### config.mk
export PLATFORM = sky130hd
export DESIGN_NAME = vbranch_eval
export DESIGN_NICKNAME = d
export VERILOG_FILES = /design/src/rtl/vbe_pkg.sv /design/src/rtl/vbe_field_pick.sv /design/src/rtl/vbe_elem_test.sv /design/src/rtl/vbe_ctrl.sv /design/src/rtl/vbranch_eval.sv
export SDC_FILE = /design/constraint.sdc
export NUM_CORES = 1
export LEC_CHECK = 0
export BUFFER_PORTS_ARGS = -buffer_cell sky130_fd_sc_hd__buf_2
export CAP_MARGIN = 20
export CELL_PAD_IN_SITES_DETAIL_PLACEMENT = 1
export CELL_PAD_IN_SITES_GLOBAL_PLACEMENT = 2
export CORE_MARGIN = 2
export CORE_UTILIZATION = 34
export DETAILED_ROUTE_END_ITERATION = 6
export PLACE_DENSITY_LB_ADDON = 0.1
export SLEW_MARGIN = 10
export SYNTH_ARGS = -nofsm -noshare
export SYNTH_HDL_FRONTEND = slang
export SYNTH_SLANG_ARGS = --single-unit
### constraint.sdc
create_clock -name clk -period 9.2 [get_ports clk]
set_input_delay 1.38 -clock clk [delete_from_list [all_inputs] [get_ports clk]]
set_output_delay 1.38 -clock clk [all_outputs]
set_load 0.01 [all_outputs]
### src/rtl/vbe_pkg.sv
package vbe_pkg;
    localparam int FIELD_W = 4;

    typedef enum logic {
        ST_IDLE = 1'b0,
        ST_RUN  = 1'b1
    } vbe_state_e;

    typedef struct packed {
        logic       all_mode;
        logic       zero_sub;
        logic       subst_val;
        logic       trunc_en;
        logic       trunc_on;
        logic       trunc_incl;
        logic       scalar_sel;
        logic       force_pass;
        logic       sense;
        logic [1:0] bit_sel;
    } vbe_mode_t;
endpackage

### src/rtl/vbe_field_pick.sv
module vbe_field_pick
    import vbe_pkg::*;
#(
    parameter int MAX_VL = 16,
    parameter int VW     = $clog2(MAX_VL + 1)
) (
    input  logic [MAX_VL*FIELD_W-1:0] fields,
    input  logic [MAX_VL-1:0]         preds,
    input  logic [VW-1:0]             idx,
    input  logic                      scalar_sel,
    output logic [FIELD_W-1:0]        field,
    output logic                      pred_bit
);
    localparam int AW = $clog2(MAX_VL);

    logic [FIELD_W-1:0] fa [MAX_VL];
    logic [AW-1:0]      addr;
    logic               in_range;

    for (genvar g = 0; g < MAX_VL; g++) begin : g_unpack
        assign fa[g] = fields[g*FIELD_W +: FIELD_W];
    end

    always_comb begin
        in_range = (idx < VW'(MAX_VL));
        addr     = in_range ? idx[AW-1:0] : '0;
        field    = scalar_sel ? fa[0] : fa[addr];
        pred_bit = in_range ? preds[addr] : 1'b0;
    end
endmodule

### src/rtl/vbe_elem_test.sv
module vbe_elem_test
    import vbe_pkg::*;
(
    input  logic [FIELD_W-1:0] field,
    input  logic               pred_bit,
    input  logic [1:0]         bit_sel,
    input  logic               force_pass,
    input  logic               sense,
    input  logic               zero_sub,
    input  logic               subst_val,
    output logic               skip,
    output logic               el_ok
);
    logic test_bit;

    always_comb begin
        test_bit = pred_bit ? field[bit_sel] : subst_val;
        skip     = !pred_bit && !zero_sub;
        el_ok    = force_pass || (test_bit == sense);
    end
endmodule

### src/rtl/vbe_ctrl.sv
module vbe_ctrl
    import vbe_pkg::*;
#(
    parameter int MAX_VL = 16,
    parameter int VW     = $clog2(MAX_VL + 1)
) (
    input  logic                      clk,
    input  logic                      rst_n,
    input  logic                      start,
    input  logic [VW-1:0]             vl_in,
    input  logic [MAX_VL-1:0]         pred_in,
    input  logic [MAX_VL*FIELD_W-1:0] fields_in,
    input  vbe_mode_t                 mode_in,
    input  logic                      el_skip,
    input  logic                      el_ok,
    output logic [VW-1:0]             idx,
    output logic [MAX_VL-1:0]         pred_vec,
    output logic [MAX_VL*FIELD_W-1:0] field_vec,
    output vbe_mode_t                 mode,
    output logic                      done,
    output logic                      cond_ok,
    output logic [VW-1:0]             tested_cnt,
    output logic                      newvl_valid,
    output logic [VW-1:0]             newvl
);
    localparam logic [VW-1:0] ONE    = VW'(1);
    localparam logic [VW-1:0] VL_CAP = VW'(MAX_VL);

    typedef struct packed {
        vbe_state_e                st;
        logic [VW-1:0]             idx;
        logic [VW-1:0]             vl;
        logic [VW-1:0]             cnt;
        logic [VW-1:0]             nv;
        logic                      acc;
        logic                      done;
        logic                      nvv;
        vbe_mode_t                 mode;
        logic [MAX_VL-1:0]         pred;
        logic [MAX_VL*FIELD_W-1:0] fld;
    } ctrl_t;

    ctrl_t q, d;
    logic  stop;
    logic  run;

    always_comb begin
        d      = q;
        d.done = 1'b0;
        stop   = 1'b0;
        case (q.st)
            ST_IDLE: begin
                if (start) begin
                    d.vl   = (vl_in > VL_CAP) ? VL_CAP : vl_in;
                    d.pred = pred_in;
                    d.fld  = fields_in;
                    d.mode = mode_in;
                    d.idx  = '0;
                    d.cnt  = '0;
                    d.nv   = '0;
                    d.nvv  = 1'b0;
                    d.acc  = mode_in.all_mode;
                    if (vl_in == '0) begin
                        d.done = 1'b1;
                    end else begin
                        d.st = ST_RUN;
                    end
                end
            end
            ST_RUN: begin
                if (!el_skip) begin
                    d.cnt = q.cnt + ONE;
                    d.acc = q.mode.all_mode ? (q.acc && el_ok) : (q.acc || el_ok);
                    if (q.mode.trunc_en && (el_ok == q.mode.trunc_on)) begin
                        d.nvv = 1'b1;
                        d.nv  = q.mode.trunc_incl ? (q.idx + ONE) : q.idx;
                        stop  = 1'b1;
                    end
                    if (q.mode.all_mode && !el_ok) stop = 1'b1;
                    if (!q.mode.all_mode && el_ok) stop = 1'b1;
                    if (q.mode.scalar_sel)         stop = 1'b1;
                end
                if (q.idx == q.vl - ONE) stop = 1'b1;
                if (stop) begin
                    d.st   = ST_IDLE;
                    d.done = 1'b1;
                end else begin
                    d.idx = q.idx + ONE;
                end
            end
            default: d.st = ST_IDLE;
        endcase
    end

    always_ff @(posedge clk) begin
        if (!rst_n) begin
            q <= '0;
        end else begin
            q <= d;
        end
    end

    assign run         = (q.st == ST_RUN);
    assign idx         = q.idx;
    assign pred_vec    = q.pred;
    assign field_vec   = q.fld;
    assign mode        = q.mode;
    assign done        = q.done;
    assign cond_ok     = q.acc;
    assign tested_cnt  = q.cnt;
    assign newvl_valid = q.nvv;
    assign newvl       = q.nv;

    // a passing element in any mode finishes the walk on the next edge
    a_r4_any_early_exit: assert property (@(posedge clk) disable iff (!rst_n)
        (run && !q.mode.all_mode && !el_skip && el_ok) |=> (done && cond_ok));

    // a failing element in all mode finishes with a failed decision
    a_r3_all_fail_exit: assert property (@(posedge clk) disable iff (!rst_n)
        (run && q.mode.all_mode && !el_skip && !el_ok) |=> (done && !cond_ok));

    // a skipped element leaves the tested count alone
    a_r5_skip_no_count: assert property (@(posedge clk) disable iff (!rst_n)
        (run && el_skip) |=> (tested_cnt == $past(tested_cnt)));

    // the walk advances by exactly one index per clock
    a_r10_one_per_clock: assert property (@(posedge clk) disable iff (!rst_n)
        run |=> (!run || (idx == $past(idx) + ONE)));

    // a start during a walk does not reload the length
    a_r11_busy_ignores_start: assert property (@(posedge clk) disable iff (!rst_n)
        (run && start) |=> (q.vl == $past(q.vl)));

    // a truncated length never exceeds the captured length
    a_r7_newvl_bound: assert property (@(posedge clk) disable iff (!rst_n)
        (done && newvl_valid) |-> (newvl <= q.vl));

    // the tested count never exceeds the captured length
    a_r9_cnt_bound: assert property (@(posedge clk) disable iff (!rst_n)
        done |-> (tested_cnt <= q.vl));
endmodule

### src/rtl/vbranch_eval.sv
module vbranch_eval
    import vbe_pkg::*;
#(
    parameter int MAX_VL = 16,
    parameter int VW     = $clog2(MAX_VL + 1)
) (
    input  logic                      clk,
    input  logic                      rst_n,
    input  logic                      start,
    input  logic [VW-1:0]             vl_in,
    input  logic [MAX_VL-1:0]         pred_in,
    input  logic [MAX_VL*FIELD_W-1:0] fields_in,
    input  logic [1:0]                bit_sel,
    input  logic                      force_pass,
    input  logic                      sense,
    input  logic                      all_mode,
    input  logic                      zero_sub,
    input  logic                      subst_val,
    input  logic                      trunc_en,
    input  logic                      trunc_on,
    input  logic                      trunc_incl,
    input  logic                      scalar_sel,
    output logic                      done,
    output logic                      cond_ok,
    output logic [VW-1:0]             tested_cnt,
    output logic                      newvl_valid,
    output logic [VW-1:0]             newvl
);
    vbe_mode_t                 mode_in, mode_q;
    logic [VW-1:0]             idx;
    logic [MAX_VL-1:0]         pred_vec;
    logic [MAX_VL*FIELD_W-1:0] field_vec;
    logic [FIELD_W-1:0]        cur_field;
    logic                      cur_pred;
    logic                      el_skip;
    logic                      el_ok;

    always_comb begin
        mode_in.all_mode   = all_mode;
        mode_in.zero_sub   = zero_sub;
        mode_in.subst_val  = subst_val;
        mode_in.trunc_en   = trunc_en;
        mode_in.trunc_on   = trunc_on;
        mode_in.trunc_incl = trunc_incl;
        mode_in.scalar_sel = scalar_sel;
        mode_in.force_pass = force_pass;
        mode_in.sense      = sense;
        mode_in.bit_sel    = bit_sel;
    end

    vbe_ctrl #(.MAX_VL(MAX_VL), .VW(VW)) u_ctrl (
        .clk         (clk),
        .rst_n       (rst_n),
        .start       (start),
        .vl_in       (vl_in),
        .pred_in     (pred_in),
        .fields_in   (fields_in),
        .mode_in     (mode_in),
        .el_skip     (el_skip),
        .el_ok       (el_ok),
        .idx         (idx),
        .pred_vec    (pred_vec),
        .field_vec   (field_vec),
        .mode        (mode_q),
        .done        (done),
        .cond_ok     (cond_ok),
        .tested_cnt  (tested_cnt),
        .newvl_valid (newvl_valid),
        .newvl       (newvl)
    );

    vbe_field_pick #(.MAX_VL(MAX_VL), .VW(VW)) u_pick (
        .fields     (field_vec),
        .preds      (pred_vec),
        .idx        (idx),
        .scalar_sel (mode_q.scalar_sel),
        .field      (cur_field),
        .pred_bit   (cur_pred)
    );

    vbe_elem_test u_test (
        .field      (cur_field),
        .pred_bit   (cur_pred),
        .bit_sel    (mode_q.bit_sel),
        .force_pass (mode_q.force_pass),
        .sense      (mode_q.sense),
        .zero_sub   (mode_q.zero_sub),
        .subst_val  (mode_q.subst_val),
        .skip       (el_skip),
        .el_ok      (el_ok)
    );
endmodule

==> impl_metrics.py, run 1 <==
metrics = {
    "cts": {
        "cts_tree": "yes",
        "root_buffer": "clkbuf_16",
        "clkTransAtPathRegs_ns": 0.05,
        "cts-hold-fix-buffers": 0,
        "cts_buffers": 17,
        "postCtsResizedCells": 0,
        "clock-sinks": 115,
        "htreeDepth": 4,
        "ctsLongestPathBuffers": 2,
        "cts_setup_buffers": 0,
        "clk_latency_ns": 0.42,
    },
    "final_layout": {
        "nets": 889,
        "diodes": 0,
        "final_common_cell": "nand2_1",
        "area_delta_synth_final_pct": 21.90,
        "fillCellCount": 2001,
        "instances_no_fill": 1020,
        "final_cell_mix": "nand2_1 (213), dfxtp_1 (114), buf_2 (111), a21oi_1 (66), a21boi_0 (54)",
        "drive_gt1_share_pct": 20.75,
    },
    "sta": {
        "finalHoldViolCount": 0,
        "slew_viol_final": 0,
        "rsz0062_at_grt": "false",
        "finClkSkew_ns": 0.005982,
        "worst_slew_pin_slew_ns": 0.9258,
        "setup-violations-final": 0,
        "max_freq_mhz": 249.3,
        "finalCritPeriodShare_pct": 43.61,
        "setup-tns-final_ns": 0,
        "slew_headroom_pct": 38.20,
        "period_needed_ns": 4.012,
    },
    "grt": {
        "gr-total-overflow": 0,
        "top_usage_layer": "met2",
        "use_met2_pct": 33.59,
        "first_global_vias": 5345,
        "globalRouteTotalUtil_pct": 19.95,
        "use_met1_pct": 25.32,
        "grt_pass1_wl_mm": 27.88,
        "antenna_found_initial": 0,
        "met3_usage_pct": 4.981,
        "grt_max_degree": 107,
    },
    "setup_path": {
        "critPathLaunch": "u_ctrl.idx[0]",
        "critPathKind": "reg -> reg",
        "cp.arrival_ns": 4.32,
        "r2r-start": "u_ctrl.idx[0]",
        "path_max_fanout": 34,
        "crit_required_ns": 9.51,
        "worstSetupEndpointType": "flop",
        "critPathLaunchType": "flop",
        "r2r_setup_slack_ns": 5.19,
    },
    "power_and_ir_drop": {
        "p_int_mw": 1.071,
        "clkPwrFrac_pct": 44.8,
        "p_sw_uw": 411.2,
        "p_seq_share_pct": 38.8,
        "ir_drop_mv": 0.1300,
        "switching_share_pct": 27.74,
        "p_per_area_nw_per_um2": 215.9,
        "p_leak_nw": 2.625,
        "comb_power_share_pct": 16.4,
    },
    "floorplanning": {
        "io_pins": 112,
        "rows": 47,
        "initial_core_util_pct": 34.33,
        "coreArea_um2": 16410,
        "fp.dieArea_um2": 17610,
        "dieWidth_um": 132.7,
        "die_y_um": 132.7,
    },
    "synthesis": {
        "synth_area_um2": 5633,
        "ys_dominant_reg_cell": "dfxtp_1",
        "yosys_register_bits": 115,
        "netlist_instances": 712,
        "synthDistinctLibCells": 62,
        "ys_warn_count": 0,
        "syn-num-nets": 814,
        "synth_edf_count": 0,
        "syn_area_per_cell_um2": 7.911,
        "ys_seq_area_share_pct": 40.87,
        "async_flop_share_pct": 0,
    },
    "place": {
        "io_buffer_count": 111,
        "hpwl_mm": 12.10,
        "dp.cells": 987,
        "gp_congestion": 0.8441,
    },
    "routing": {
        "wl_per_cell_um": 16.65,
        "firstDrtPassIters": 5,
        "viasPerCell": 5.082,
        "post-route-drc-count": 0,
        "drt-total-wl_mm": 16.99,
        "drtIter0Drc": 231,
        "via_count": 5184,
        "antenna_left": 0,
    },
    "min_path": {
        "holdCritPathClass": "reg -> reg",
        "worstHoldStart": "u_ctrl.field_vec[19]",
    },
    "status": {
        "status": "completed",
    },
    "flow_run": {
        "max_cap_viol_count": 0,
    },
}
final timing paths:
check	endpoint	depth (start not counted)
setup reg to reg	u_ctrl.idx[1]	12
setup / recovery	u_ctrl.idx[1]	12
hold / removal	u_ctrl.field_vec[19]	2
hold reg to reg	u_ctrl.field_vec[19]	2
metal layers:
metal  wire length (um)  part of all wire, %
met1               7977                   47
met2               8129                   48
met3                615                  3.6
met4                264                  1.6
met5                  0                    0
power by group through the flow:
stage	sequential [mW]	clock, mW	combinational [mW]
final	0.575	0.664	0.244
after global routing	0.581	0.703	0.274
after floorplan	0.564	0	0.184
after CTS	0.576	0.680	0.244
after global placement	0.587	0	0.232
after detailed placement	0.586	0	0.243
Yosys cell counts, drive strengths merged, types with 2 or more instances:
master,instances,share of area [%]
nor2,15,1.0
dfxtp,115,41
o22ai,3,0.33
a21oi,67,6.2
o21ai,14,1.2
nand3b,11,1.5
nor3,7,0.71
o21a,3,0.40
buf,27,3.0
or3,3,0.33
a211o,3,0.47
inv,10,0.67
xor2,4,0.62
nand2,213,14
nand2b,8,0.89
a21boi,54,7.2
mux2,3,0.60
mux2i,18,3.2
o221ai,2,0.31
o311ai,2,0.31
xnor2,6,0.93
and2,5,0.60
nand3,9,0.80
mux4,3,1.2
o31ai,3,0.58
nor3b,5,0.67
a211oi,5,0.67
ha,3,0.67
nand4,3,0.33
a2111oi,3,0.47
or4,3,0.47
nand4b,2,0.31
a221oi,6,1.0
nor2b,17,1.9
clkbuf,36,2.4
o211ai,5,0.67
a31oi,2,0.22
logic make-up after synthesis:
group                    after synthesis  share of synthesized area [%]
adder cells (fa/ha/maj)                4                         0.8441
multiplexers                          24                          4.998
AND/OR/NAND/NOR                      303                          23.95
XOR/XNOR                              10                          1.555
AO/OA/AOI/OAI                        182                          21.61
flip-flops                           115                          40.87
buffers and inverters                 74                          6.175
metrics by stage:
stage	hold slack [ns]	worst slack (ns)	power, mW	utilization (%)	cell area (um^2)
floorplan	0.4318	6.191	0.7475	-	5633
global placement	0.4451	5.349	0.8183	37.90	6218
detailed placement	0.4493	5.196	0.8290	38.02	6238
CTS	0.4585	5.180	1.501	41.68	6839
global route	0.4845	4.939	1.558	41.85	6867
finish	0.4564	5.188	1.482	41.85	6867
sequential cells by signal, summed over array words and instances, names as in the netlist:
name                flops
u_ctrl.newvl            5
u_ctrl.field_vec       64
u_ctrl.mode            11
u_ctrl.newvl_valid      1
u_ctrl.q                5
u_ctrl.done             1
u_ctrl.run              1
u_ctrl.tested_cnt       5
u_ctrl.pred_vec        16
u_ctrl.idx              5
u_ctrl.cond_ok          1
critical path, cell delays in order (launching register included):
cell and delay [ns]:
dfxtp_2 0.54, buf_4 0.44, nand2b_1 0.30, a221oi_1 0.36
a211oi_1 0.09, a21oi_1 0.18, o21ai_1 0.20, o311a_1 0.22
or4_4 0.52, and2_4 0.19, a211o_1 0.42, and2_1 0.24
o21a_1 0.19
area by class of cell:
type                            instances  area (um^2)  area share [%]
Tap cell                              220        275.3           4.009
Multi-Input combinational cell        523         2998           43.66
Clock buffer                           24        501.7           7.307
Clock inverter                          8        98.84           1.440
Timing Repair Buffer                  119        648.1           9.439
Sequential cell                       115         2303           33.55
Inverter                               11        41.29          0.6013
(Power assumes the default switching activity.)
==> run 2, diff against run 1 <==
CORE_UTILIZATION = 29   (was 34)
clock period = 3.6 ns   (was 9.2 ns; I/O delays follow)
==> impl_metrics.py, run 2 (synthesis gave the netlist of run 1 again) <==
metrics = {
    "flow_run": {
        "max_cap_viol_count": 0,
    },
    "final_layout": {
        "final_cell_mix": "nand2_1 (213), dfxtp_1 (113), buf_2 (111), a21oi_1 (65), a21boi_0 (54)",
        "final_core_util_pct": 37.51,
        "drive_gt1_share_pct": 23.39,
        "area_delta_synth_final_pct": 25.81,
        "post-route-cell-area_um2": 7087,
        "diodes": 0,
        "nets": 911,
        "largest_reg_flops": 64,
        "final_common_cell": "nand2_1",
    },
    "cts": {
        "cts_tree": "yes",
        "clk_latency_ns": 0.42,
        "clkTransAtPathRegs_ns": 0.06,
        "root_buffer": "clkbuf_16",
        "htreeDepth": 4,
        "cts_buffers": 17,
        "ctsLongestPathBuffers": 2,
        "cts-hold-fix-buffers": 0,
        "clock-sinks": 115,
    },
    "setup_path": {
        "crit_chain": "buf_4, mux4_2, a21oi_1, o21ai_1, o311a_1, or4_4, and2_4, a211o_2, and2_1, o21a_1",
        "path_max_fanout": 11,
        "cp.buffers_inverters": 1,
        "reg2reg_depth": 10,
        "slowest_stage": "mux4_2",
        "critPathKind": "reg -> reg",
        "cp_top_family": "compound AO/OA/AOI/OAI gates",
        "r2r-start": "u_ctrl.idx[2]",
        "critPathLaunchType": "flop",
        "cp.arrival_ns": 3.68,
        "slowest_delay_ns": 0.53,
        "r2r_end": "u_ctrl.idx[1]",
        "worstSetupEndpointType": "flop",
        "r2r_setup_slack_ns": 0.23,
        "crit_required_ns": 3.90,
    },
    "power_and_ir_drop": {
        "p_leak_nw": 2.740,
        "switching_share_pct": 27.28,
        "comb_power_share_pct": 17.1,
        "ir_drop_mv": 0.2747,
        "clkPwrFrac_pct": 45.8,
        "p_int_mw": 2.860,
        "p_per_area_nw_per_um2": 555.0,
        "p_seq_share_pct": 37.2,
        "p_sw_mw": 1.073,
    },
    "routing": {
        "antenna_left": 0,
        "viasPerCell": 4.879,
        "drtIter0Drc": 180,
        "post-route-drc-count": 0,
        "drt-total-wl_mm": 18.35,
        "wl_per_cell_um": 16.98,
        "via_count": 5274,
        "firstDrtPassIters": 4,
    },
    "sta": {
        "max_freq_mhz": 296.5,
        "setup-violations-final": 0,
        "worst_slew_pin_slew_ns": 0.8394,
        "slew_headroom_pct": 44.04,
        "rsz0062_at_grt": "false",
        "finalCritPeriodShare_pct": 93.70,
        "finalHoldViolCount": 0,
        "finClkSkew_ns": 0.01039,
        "slew_viol_final": 0,
        "setup-tns-final_ns": 0,
        "period_needed_ns": 3.373,
    },
    "floorplanning": {
        "rows": 50,
        "initial_core_util_pct": 29.81,
        "io_pins": 112,
        "fp.dieArea_um2": 20560,
        "die_y_um": 143.4,
        "coreArea_um2": 18890,
        "dieWidth_um": 143.4,
    },
    "grt": {
        "antenna_found_initial": 0,
        "globalRouteTotalUtil_pct": 18.51,
        "gr-total-overflow": 0,
        "grt_pass1_wl_mm": 29.51,
        "grt_max_degree": 72,
        "first_global_vias": 5582,
    },
    "place": {
        "io_buffer_count": 111,
        "hpwl_mm": 13.42,
        "gp_congestion": 0.7919,
        "postPlaceCellArea_um2": 6449,
    },
    "min_path": {
        "holdCritPathClass": "in -> reg",
        "min_to": "u_ctrl.field_vec[19]",
        "worstHoldStart": "fields_in[19]",
        "min_path_cells": 3,
    },
    "status": {
        "status": "completed",
    },
}
## run 2: cell types whose count changed in the layout (fill, tap and decap cells not counted), sizes merged
cell,before,now
clkbuf,24,21
bufinv,2,4
buf,119,141
## run 2: tightest hold or removal path: stages
cell and delay, ns:
buf_2 0.09, nand2_1 0.05, a21oi_1 0.05
## run 2: through the flow
stage	hold slack (ns)	power [mW]	worst slack (ns)	cells
global placement	0.4485	2.152	0.1406	1050
CTS	0.3461	3.985	0.08151	1081
global route	0.3525	4.135	0.03581	1081
detailed placement	0.4507	2.170	0.08654	1050
finish	0.3584	3.933	0.2269	1081
floorplan	0.4318	1.910	0.5910	712
## run 2: routing by layer
| metal | track usage (%) | part of all wire [%] | up-vias |
|---|---|---|---|
| met4 | 6.037 | 1.8 | 0 |
| met1 | 24.23 | 47 | 2521 |
| li1 | - | - | 2616 |
| met3 | 3.732 | 3.6 | 26 |
| met5 | 0 | 0 | - |
| met2 | 30.55 | 48 | 111 |
## run 2: what timing repair did
action	CTS	global route
resized for setup	0	6
endpoints found under the setup margin	0	11
buffers inserted	0	0
## run 2: final cells by class
type / count / area, um^2
Multi-Input combinational cell: 523 / 3007
Fill cell: 2302 / 11810
Clock buffer: 21 / 470.5
Inverter: 11 / 41.29
Timing Repair Buffer: 141 / 780.7
Clock inverter: 10 / 155.1
Tap cell: 260 / 325.3
Sequential cell: 115 / 2307
## run 2: worst max path at each step
stage             startpoint            end  slack (ns)  depth (start not counted)
6_report       u_ctrl.idx[2]  u_ctrl.idx[1]        0.23                         10
5_1_grt        u_ctrl.idx[1]  u_ctrl.idx[1]        0.04                         14
4_1_cts        u_ctrl.idx[0]  u_ctrl.idx[1]        0.08                         11
3_5_place_dp   u_ctrl.idx[0]  u_ctrl.idx[1]        0.09                         11
3_3_place_gp   u_ctrl.idx[0]  u_ctrl.idx[1]        0.14                         11
2_1_floorplan  u_ctrl.idx[2]  u_ctrl.idx[4]        0.59                         13
## run 2: power groups by stage
stage	combinational [mW]	clock [mW]	sequential, mW
finish	0.672	1.80	1.46
global route	0.756	1.90	1.48
CTS	0.684	1.84	1.46
detailed placement	0.680	0	1.49
global placement	0.663	0	1.49
floorplan	0.470	0	1.44
